<file path="src/rtl/fbg_pkg.sv">
package fbg_pkg;
  localparam int MANT_W     = 12;
  localparam int EXP_W      = 4;
  localparam int BASE_SHIFT = 11;
  localparam int OVS        = 16;
  localparam int DATA_W     = 32;
endpackage

</file>
<file path="src/rtl/fbg_rate_reg.sv">
module fbg_rate_reg #(
  parameter int MANT_W = fbg_pkg::MANT_W,
  parameter int EXP_W  = fbg_pkg::EXP_W,
  parameter int DATA_W = fbg_pkg::DATA_W
) (
  input  logic              clk,
  input  logic              rst_n,
  input  logic              wr_en,
  input  logic [DATA_W-1:0] wdata,
  output logic [MANT_W-1:0] mant,
  output logic [EXP_W-1:0]  expo,
  output logic [DATA_W-1:0] rdata
);
  localparam int FIELD_W = MANT_W + EXP_W;

  logic [FIELD_W-1:0] word_q;

  always_ff @(posedge clk or negedge rst_n) begin
    if (!rst_n)     word_q <= '0;
    else if (wr_en) word_q <= wdata[FIELD_W-1:0];
  end

  assign mant  = word_q[MANT_W-1:0];
  assign expo  = word_q[FIELD_W-1:MANT_W];
  assign rdata = DATA_W'(word_q);
endmodule

</file>
<file path="src/rtl/fbg_phase_accum.sv">
module fbg_phase_accum #(
  parameter int MANT_W     = fbg_pkg::MANT_W,
  parameter int EXP_W      = fbg_pkg::EXP_W,
  parameter int BASE_SHIFT = fbg_pkg::BASE_SHIFT
) (
  input  logic              clk,
  input  logic              rst_n,
  input  logic              restart,
  input  logic [MANT_W-1:0] mant,
  input  logic [EXP_W-1:0]  expo,
  output logic              wrap
);
  // Room for the largest modulus plus one increment.
  localparam int ACC_W = BASE_SHIFT + (1 << EXP_W);

  logic [ACC_W-1:0] acc_q;
  logic [ACC_W-1:0] modulus;
  logic [ACC_W-1:0] step;
  logic [ACC_W-1:0] sum;

  always_comb begin
    modulus = ACC_W'(1) << (int'(expo) + BASE_SHIFT);
    step    = (ACC_W'(mant) > modulus) ? modulus : ACC_W'(mant);
    sum     = acc_q + step;
    wrap    = (sum >= modulus);
  end

  always_ff @(posedge clk or negedge rst_n) begin
    if (!rst_n)       acc_q <= '0;
    else if (restart) acc_q <= '0;
    else if (wrap)    acc_q <= sum - modulus;
    else              acc_q <= sum;
  end
endmodule

</file>
<file path="src/rtl/fbg_tick_shaper.sv">
module fbg_tick_shaper #(
  parameter int OVS = fbg_pkg::OVS
) (
  input  logic clk,
  input  logic rst_n,
  input  logic restart,
  input  logic wrap,
  output logic os_tick,
  output logic bit_tick
);
  localparam int CNT_W = (OVS > 1) ? $clog2(OVS) : 1;
  localparam logic [CNT_W-1:0] LAST = CNT_W'(OVS - 1);

  logic [CNT_W-1:0] cnt_q;

  always_ff @(posedge clk or negedge rst_n) begin
    if (!rst_n) begin
      cnt_q    <= '0;
      os_tick  <= 1'b0;
      bit_tick <= 1'b0;
    end else if (restart) begin
      cnt_q    <= '0;
      os_tick  <= 1'b0;
      bit_tick <= 1'b0;
    end else begin
      os_tick  <= wrap;
      bit_tick <= wrap && (cnt_q == LAST);
      if (wrap) cnt_q <= (cnt_q == LAST) ? '0 : cnt_q + 1'b1;
    end
  end
endmodule

</file>
<file path="src/rtl/frac_baud_gen.sv">
module frac_baud_gen #(
  parameter int MANT_W     = fbg_pkg::MANT_W,
  parameter int EXP_W      = fbg_pkg::EXP_W,
  parameter int BASE_SHIFT = fbg_pkg::BASE_SHIFT,
  parameter int OVS        = fbg_pkg::OVS,
  parameter int DATA_W     = fbg_pkg::DATA_W
) (
  input  logic              clk,
  input  logic              rst_n,
  input  logic              cfg_wr_en,
  input  logic [DATA_W-1:0] cfg_wdata,
  output logic [DATA_W-1:0] cfg_rdata,
  output logic              os_tick,
  output logic              bit_tick
);
  logic [MANT_W-1:0] mant;
  logic [EXP_W-1:0]  expo;
  logic              wrap;

  fbg_rate_reg #(.MANT_W(MANT_W), .EXP_W(EXP_W), .DATA_W(DATA_W)) u_reg (
    .clk(clk), .rst_n(rst_n), .wr_en(cfg_wr_en), .wdata(cfg_wdata),
    .mant(mant), .expo(expo), .rdata(cfg_rdata)
  );

  fbg_phase_accum #(.MANT_W(MANT_W), .EXP_W(EXP_W), .BASE_SHIFT(BASE_SHIFT)) u_acc (
    .clk(clk), .rst_n(rst_n), .restart(cfg_wr_en),
    .mant(mant), .expo(expo), .wrap(wrap)
  );

  fbg_tick_shaper #(.OVS(OVS)) u_shp (
    .clk(clk), .rst_n(rst_n), .restart(cfg_wr_en), .wrap(wrap),
    .os_tick(os_tick), .bit_tick(bit_tick)
  );
endmodule

</file>
<file path="config.mk">
export PLATFORM = sky130hd
export DESIGN_NAME = frac_baud_gen
export DESIGN_NICKNAME = d
export VERILOG_FILES = /design/src/rtl/fbg_pkg.sv /design/src/rtl/fbg_rate_reg.sv /design/src/rtl/fbg_phase_accum.sv /design/src/rtl/fbg_tick_shaper.sv /design/src/rtl/frac_baud_gen.sv
export SDC_FILE = /design/constraint.sdc
export NUM_CORES = 1
export LEC_CHECK = 0
export BUFFER_PORTS_ARGS = -buffer_cell sky130_fd_sc_hd__buf_2
export CELL_PAD_IN_SITES_DETAIL_PLACEMENT = 2
export CELL_PAD_IN_SITES_GLOBAL_PLACEMENT = 2
export CORE_MARGIN = 8
export CORE_UTILIZATION = 39
export DETAILED_ROUTE_END_ITERATION = 7
export PLACE_DENSITY = 0.86
export SYNTH_ARGS = -nofsm -noshare
export SYNTH_HDL_FRONTEND = slang
export SYNTH_HIERARCHICAL = 1
export SYNTH_SLANG_ARGS = --single-unit
</file>
<file path="constraint.sdc">
create_clock -name clk -period 13.7 [get_ports clk]
set_input_delay 0 -clock clk [delete_from_list [all_inputs] [get_ports clk]]
set_output_delay 0 -clock clk [all_outputs]
set_load 0.01 [all_outputs]
</file>
[Word level (Yosys, flattened, before mapping)]
Cells that the tools add are included.
Word-level totals
  register bits: 49
  logic and storage cells: 23
  bits of input ports: 35
Cells by class
  reductions and logical operators: 2
  multiplexer cells: 8
  shift-type cells: 1
  equality and inequality tests: 1
  add/sub/neg operators: 4
  order comparisons: 2
Operator list (number)
  27-bit two-way mux: 3
  1-bit by 32-bit << shifter with 27-bit output (first input constant): 1
  27-bit adder: 1
  27-bit >= comparator: 1
  12-bit by 27-bit greater-than comparator with 1-bit output: 1
  27-bit subtractor: 1
  4-bit two-way mux: 3
  4-bit by 4-bit adder with 5-bit output (second input constant): 1
  4-bit by 1-bit adder with 4-bit output (second input constant): 1
  4-bit equality test (second input constant): 1
  1-bit two-way mux: 2
  2-bit nonzero test: 1
  1-bit logical AND: 1

[Longest topological paths before layout]
  word-level depth: 8
  mapped depth: 35

[Cells and area by module]
Netlist, hierarchy kept.
Modules (own cells, without submodules)
  fbg_phase_accum: seq. area each 675.6 um^2, cells an instance 534, area an instance 4117.7 um^2, instances 1
  fbg_rate_reg: seq. area each 400.4 um^2, cells an instance 67, area an instance 893.4 um^2, instances 1
  fbg_tick_shaper: seq. area each 150.1 um^2, cells an instance 24, area an instance 257.7 um^2, instances 1

[Worst setup path after synthesis]
No wires, ideal clock.
  kind: register to register
  start point: register u_reg.word_q[1]
  end point: register u_shp.cnt_q[3]
  cell stages (with the launch flop): 35
  buffers on the path: 3
  library setup time: 77 ps
  data arrival time: 6786 ps
  path slack: 6837 ps
  required time: 13623 ps
  cell sequence: dfrtp_1 ha_1 nor2b_1 o21a_1 o21a_1 o21a_1 o21a_1 o21a_1 o21bai_1 a211oi_1 clkbuf_1 nor2_1 ha_1 fa_1 a211oi_1 o21a_1 a21oi_1 o21a_1 o21a_1 nor2_1 or4b_2 o311ai_0 ha_1 and3_4 nand2_2 or4_4 a21oi_2 nor3_1 o31a_1 buf_6 inv_2 buf_4 nand2_1 or3_1 a21oi_1
On the way
  word-level cells in the longest chain between the ends: 5
RTL lines
  from (decl): RTL line fbg_rate_reg.sv:16  | logic [FIELD_W-1:0] word_q;
  from (signal assigned): RTL line fbg_rate_reg.sv:20  | else if (wr_en) word_q <= wdata[FIELD_W-1:0];
  12-bit by 27-bit greater-than comparator with 1-bit output: RTL line fbg_phase_accum.sv:23  | step = (ACC_W'(mant) > modulus) ? modulus : ACC_W'(mant);
  27-bit two-way mux (*): RTL line fbg_phase_accum.sv:23
  27-bit adder (*): RTL line fbg_phase_accum.sv:24  | sum = acc_q + step;
  27-bit >= comparator (*): RTL line fbg_phase_accum.sv:25  | wrap = (sum >= modulus);
  via wrap: RTL line frac_baud_gen.sv:18  | logic wrap;
  2-bit nonzero test (no source line) (*)
  to (signal assigned): RTL line fbg_tick_shaper.sv:28  | if (wrap) cnt_q <= (cnt_q == LAST) ? '0 : cnt_q + 1'b1;
  to (decl): RTL line fbg_tick_shaper.sv:14  | logic [CNT_W-1:0] cnt_q;
The timed path passes the listed nets; every way through them passes the cells marked *.
A chain may end at the register's enable or synchronous reset.

[Worst setup path after layout]
  start point: register u_reg.word_q[12]
  end point: register u_acc.acc_q[22]
On the way
  word-level cells in the longest chain between the ends: 8
RTL lines
  4-bit by 4-bit adder with 5-bit output (*): RTL line fbg_phase_accum.sv:22  | modulus = ACC_W'(1) << (int'(expo) + BASE_SHIFT);
  1-bit by 32-bit << shifter with 27-bit output (*): RTL line fbg_phase_accum.sv:22
  12-bit by 27-bit greater-than comparator with 1-bit output: RTL line fbg_phase_accum.sv:23
  27-bit two-way mux: RTL line fbg_phase_accum.sv:23
  27-bit adder: RTL line fbg_phase_accum.sv:24
  27-bit >= comparator (*): RTL line fbg_phase_accum.sv:25
  via wrap: RTL line frac_baud_gen.sv:18
  27-bit two-way mux (*): RTL line fbg_phase_accum.sv:31  | else if (wrap) acc_q <= sum - modulus;
  27-bit two-way mux (*): RTL line fbg_phase_accum.sv:30  | else if (restart) acc_q <= '0;
  to (signal assigned): RTL line fbg_phase_accum.sv:31
  to (signal assigned): RTL line fbg_phase_accum.sv:32  | else acc_q <= sum;
  to (decl): RTL line fbg_phase_accum.sv:16  | logic [ACC_W-1:0] acc_q;
Marks and branches as above.

==> metrics <==
worst reg2reg setup slack=4.81 ns; share of synthesized area occupied by flip-flops and latches=23.3%; post-cts gate resize count=0; proportion of synthesized flip-flops having asynchronous set or reset=100%; vias in the first global route=5853; IO Count=69; most instantiated flip-flop cell in the synthesis netlist=sky130_fd_sc_hd__dfrtp_1; initial antenna violation count=0; register bit count reported by yosys=49; met2 demand-to-capacity share in global routing=41.9%; final total negative setup slack=0 ns; max-slew violations=0; Global Route met3 Usage=4.31%; clock tree from TritonCTS=yes; count of nets after finishing=794; leading area contributor after synthesis=sky130_fd_sc_hd__dfrtp_1; clock-pin slew on the worst setup and hold paths=0.08 ns; count of flip-flops with a built-in enable after synthesis=0; path type of the worst setup path=reg2reg; number of synthesis warnings=6; r2r endpoint=u_acc/acc_q[22]; Yosys top cell area share=23.3%; root buffer cell=sky130_fd_sc_hd__clkbuf_16; cell area after synthesis=5270 um2; cell count after synthesis=625; delay of the slowest cell on the worst path=0.62 ns; Clock Latency Late Sink=0.31 ns; number of distinct library cells after synthesis=60; IR drop worst, VDD=0.000105 V; data arrival time of the critical path=9.13 ns; GPL Wtd Cong=0.823; met1 Usage GRT=24.0%; fin util=44.3%; buffers inserted during post-CTS setup optimization=0; dominant cells by area after synthesis=sky130_fd_sc_hd__dfrtp_1 23%, sky130_fd_sc_hd__ha_1 16%, sky130_fd_sc_hd__a21oi_1 5.4%; cell leakage power=2.71 nW; most used cell along the critical path=sky130_fd_sc_hd__nor2_1; fin crit share=64.9%; Hold Crit Depth=3; vertical extent of the die=132 um; initial DRC count=280; horizontal die dimension=132 um; cell row count=42; Max clock buf depth=2; DRC violation count after routing=0; Layout fillers=1500; reg2reg start=u_reg/word_q[12]; effective utilization at floorplan=39.8%; Hold Path End=u_acc/acc_q[12]; vias per cell=5.82; total gr overflow=0; maximum operating frequency=0.113 GHz; crit path time final=8.89 ns; number of max-capacitance violations reported=0; Inserted Clock Buffers=5; Required @ worst endpoint=13.94 ns; worst hold path startpoint=cfg_wr_en; RSZ-0062 raised after global routing=false; largest net degree at the start of global routing=51; Post-Syn Area per Cell=8.43 um2; run status=completed; first-pass GRT wire length=31800 um; antenna diode count=0; average detailed-routed wire length per instance=23.2 um; # port buffers=36; final antenna-violating net count=0; Crit. Startpoint=u_reg/word_q[12]; power density over cell area=307 nW/um2; area growth from synthesis to layout=11.3%; tightest slew margin relative to the limit=51.0%; final hold vios=0; clock sinks=49; number of setup violations in the final report=0; DRT Wirelength=20100 um; Worst setup SP type=flip-flop; Die ar.=17500 um2; total number of vias=5048; most used routing layer=met2; HP Class=in2reg; crit path max fanout=21; Detailed Place HPWL=14000 um; Std-Cell Core Area=13200 um2; sort of element at the end of the critical path=flip-flop; share of post-route cells with drive strength above 1=11.1%; R2R depth=27; total global-route track usage=22.7%; slew at the pin closest to its max-slew limit=0.735 ns; count of TritonRoute iterations in the first routing pass=5; htree depth=2; Fin Clk Skew=0.0121 ns; CP max-delay cell=sky130_fd_sc_hd__or4b_2
cells in the final DEF (no fill, tap or decap), types with 3 or more instances in the layout:
cell type | synthesis | final
sky130_fd_sc_hd__a211oi_1 | 12 | 12
sky130_fd_sc_hd__a21o_1 | 17 | 17
sky130_fd_sc_hd__a21oi_1 | 57 | 57
sky130_fd_sc_hd__a221oi_1 | 3 | 3
sky130_fd_sc_hd__a22o_1 | 3 | 3
sky130_fd_sc_hd__a311oi_1 | 3 | 3
sky130_fd_sc_hd__a31oi_1 | 9 | 9
sky130_fd_sc_hd__and3_1 | 3 | 3
sky130_fd_sc_hd__buf_2 | 2 | 36
sky130_fd_sc_hd__buf_4 | 33 | 4
sky130_fd_sc_hd__clkbuf_16 | 0 | 5
sky130_fd_sc_hd__conb_1 | 3 | 53
sky130_fd_sc_hd__dfrtp_1 | 49 | 49
sky130_fd_sc_hd__dlygate4sd3_1 | 0 | 17
sky130_fd_sc_hd__ha_1 | 67 | 67
sky130_fd_sc_hd__inv_1 | 10 | 10
sky130_fd_sc_hd__mux2_2 | 7 | 7
sky130_fd_sc_hd__mux2_4 | 10 | 10
sky130_fd_sc_hd__nand2_1 | 54 | 54
sky130_fd_sc_hd__nand2b_1 | 7 | 7
sky130_fd_sc_hd__nand3_1 | 21 | 21
sky130_fd_sc_hd__nand4_1 | 5 | 5
sky130_fd_sc_hd__nor2_1 | 56 | 56
sky130_fd_sc_hd__nor2b_1 | 24 | 24
sky130_fd_sc_hd__nor3_1 | 15 | 15
sky130_fd_sc_hd__nor4_1 | 4 | 4
sky130_fd_sc_hd__o211ai_1 | 7 | 7
sky130_fd_sc_hd__o21a_1 | 14 | 14
sky130_fd_sc_hd__o21ai_0 | 26 | 26
sky130_fd_sc_hd__o21bai_1 | 6 | 6
sky130_fd_sc_hd__o311ai_0 | 3 | 3
sky130_fd_sc_hd__or2_2 | 3 | 3
sky130_fd_sc_hd__or3_1 | 3 | 3
sky130_fd_sc_hd__xnor2_1 | 27 | 27
sky130_fd_sc_hd__xor2_1 | 15 | 15
final cells by class:
class	instances	area, um2	share of cell area [%]
flip-flops and latches	49	1230	20.9
clock buffers	5	125	2.13
clock inverters	3	25.0	0.427
multi-input cells	566	3850	65.6
inverters	11	41.3	0.704
well taps	176	220	3.75
repair buffers	57	380	6.48
worst max-delay path by stage:
stage	to	depth (start not counted)	slack, ns
final	u_acc/acc_q[22]	27	4.81
after global routing	u_acc/acc_q[14]	27	4.46
after CTS	u_acc/acc_q[22]	27	5.07
after detailed placement	u_acc/acc_q[22]	27	5.23
after global placement	u_acc/acc_q[22]	27	5.62
after floorplan	u_shp/cnt_q[3]	34	6.84
flip-flops by register name, summed over array words and instances (netlist names):
register / flops
u_acc/acc_q: 27
u_reg/word_q: 16
u_shp/bit_tick: 1
u_shp/cnt_q: 4
u_shp/os_tick: 1
power by group:
part	leakage (nW)	internal, mW	switching (mW)
logic	2.02	0.532	0.916
clock network	0.0704	0.0690	0.0665
registers	0.619	0.190	0.0259
total	2.71	0.792	1.01
cell usage after synthesis (all sizes together), types with 3 or more instances:
| master | n |
|---|---|
| a211oi | 12 |
| a31oi | 9 |
| a221oi | 4 |
| a21oi | 58 |
| clkbuf | 11 |
| nand3 | 21 |
| o21a | 14 |
| xnor2 | 27 |
| o311ai | 3 |
| o211ai | 8 |
| nor3 | 15 |
| nor2b | 24 |
| nand2 | 55 |
| conb | 3 |
| ha | 67 |
| a22o | 3 |
| or2 | 4 |
| nor2 | 56 |
| mux2 | 17 |
| nor4 | 4 |
| xor2 | 15 |
| o21ai | 26 |
| o21bai | 6 |
| and3 | 4 |
| nand4 | 5 |
| or3 | 3 |
| buf | 38 |
| dfrtp | 49 |
| nand2b | 7 |
| a311oi | 3 |
| a21o | 17 |
| inv | 11 |
through the flow:
stage,std cells,hold slack (ns),worst slack (ns),area (um2),power (mW)
floorplan,675,-0.296,6.84,5460,1.25
global placement,842,0.151,5.62,5550,1.48
detailed placement,842,0.170,5.23,5550,1.57
CTS,867,0.323,5.07,5870,1.72
global route,867,0.353,4.46,5870,1.92
finish,867,0.329,4.81,5870,1.80
timing repair:
item,in CTS,in global routing
hold buffers,17,0
endpoints found under the setup margin,0,0
endpoints found under the hold margin,65,0
cell families after synthesis:
kind of cell	share of synthesized area, %
AO/OA/AOI/OAI	21.6
other	0.214
AND/OR/NAND/NOR	19.3
multiplexers	4.73
adder cells (fa/ha/maj)	16.7
XOR/XNOR	6.98
buffers and inverters	7.27
flip-flops	23.3
critical path: cells and delay by family, from the launching register on:
kind,cells,cell delay [ns]
adder cells (fa/ha/maj),3,1.30
AO/OA/AOI/OAI,13,3.67
AND/OR/NAND/NOR,9,2.66
buffers and inverters,2,0.65
flip-flops,1,0.51
metal layers:
layer	routed length, um	part of all wire (%)	vias up
li1	-	-	2320
met1	8020	40	2557
met2	10500	52	107
met3	623	3.1	64
met4	962	4.8	0
met5	0	0	-
Note: power is estimated with default switching activity, not from simulation.
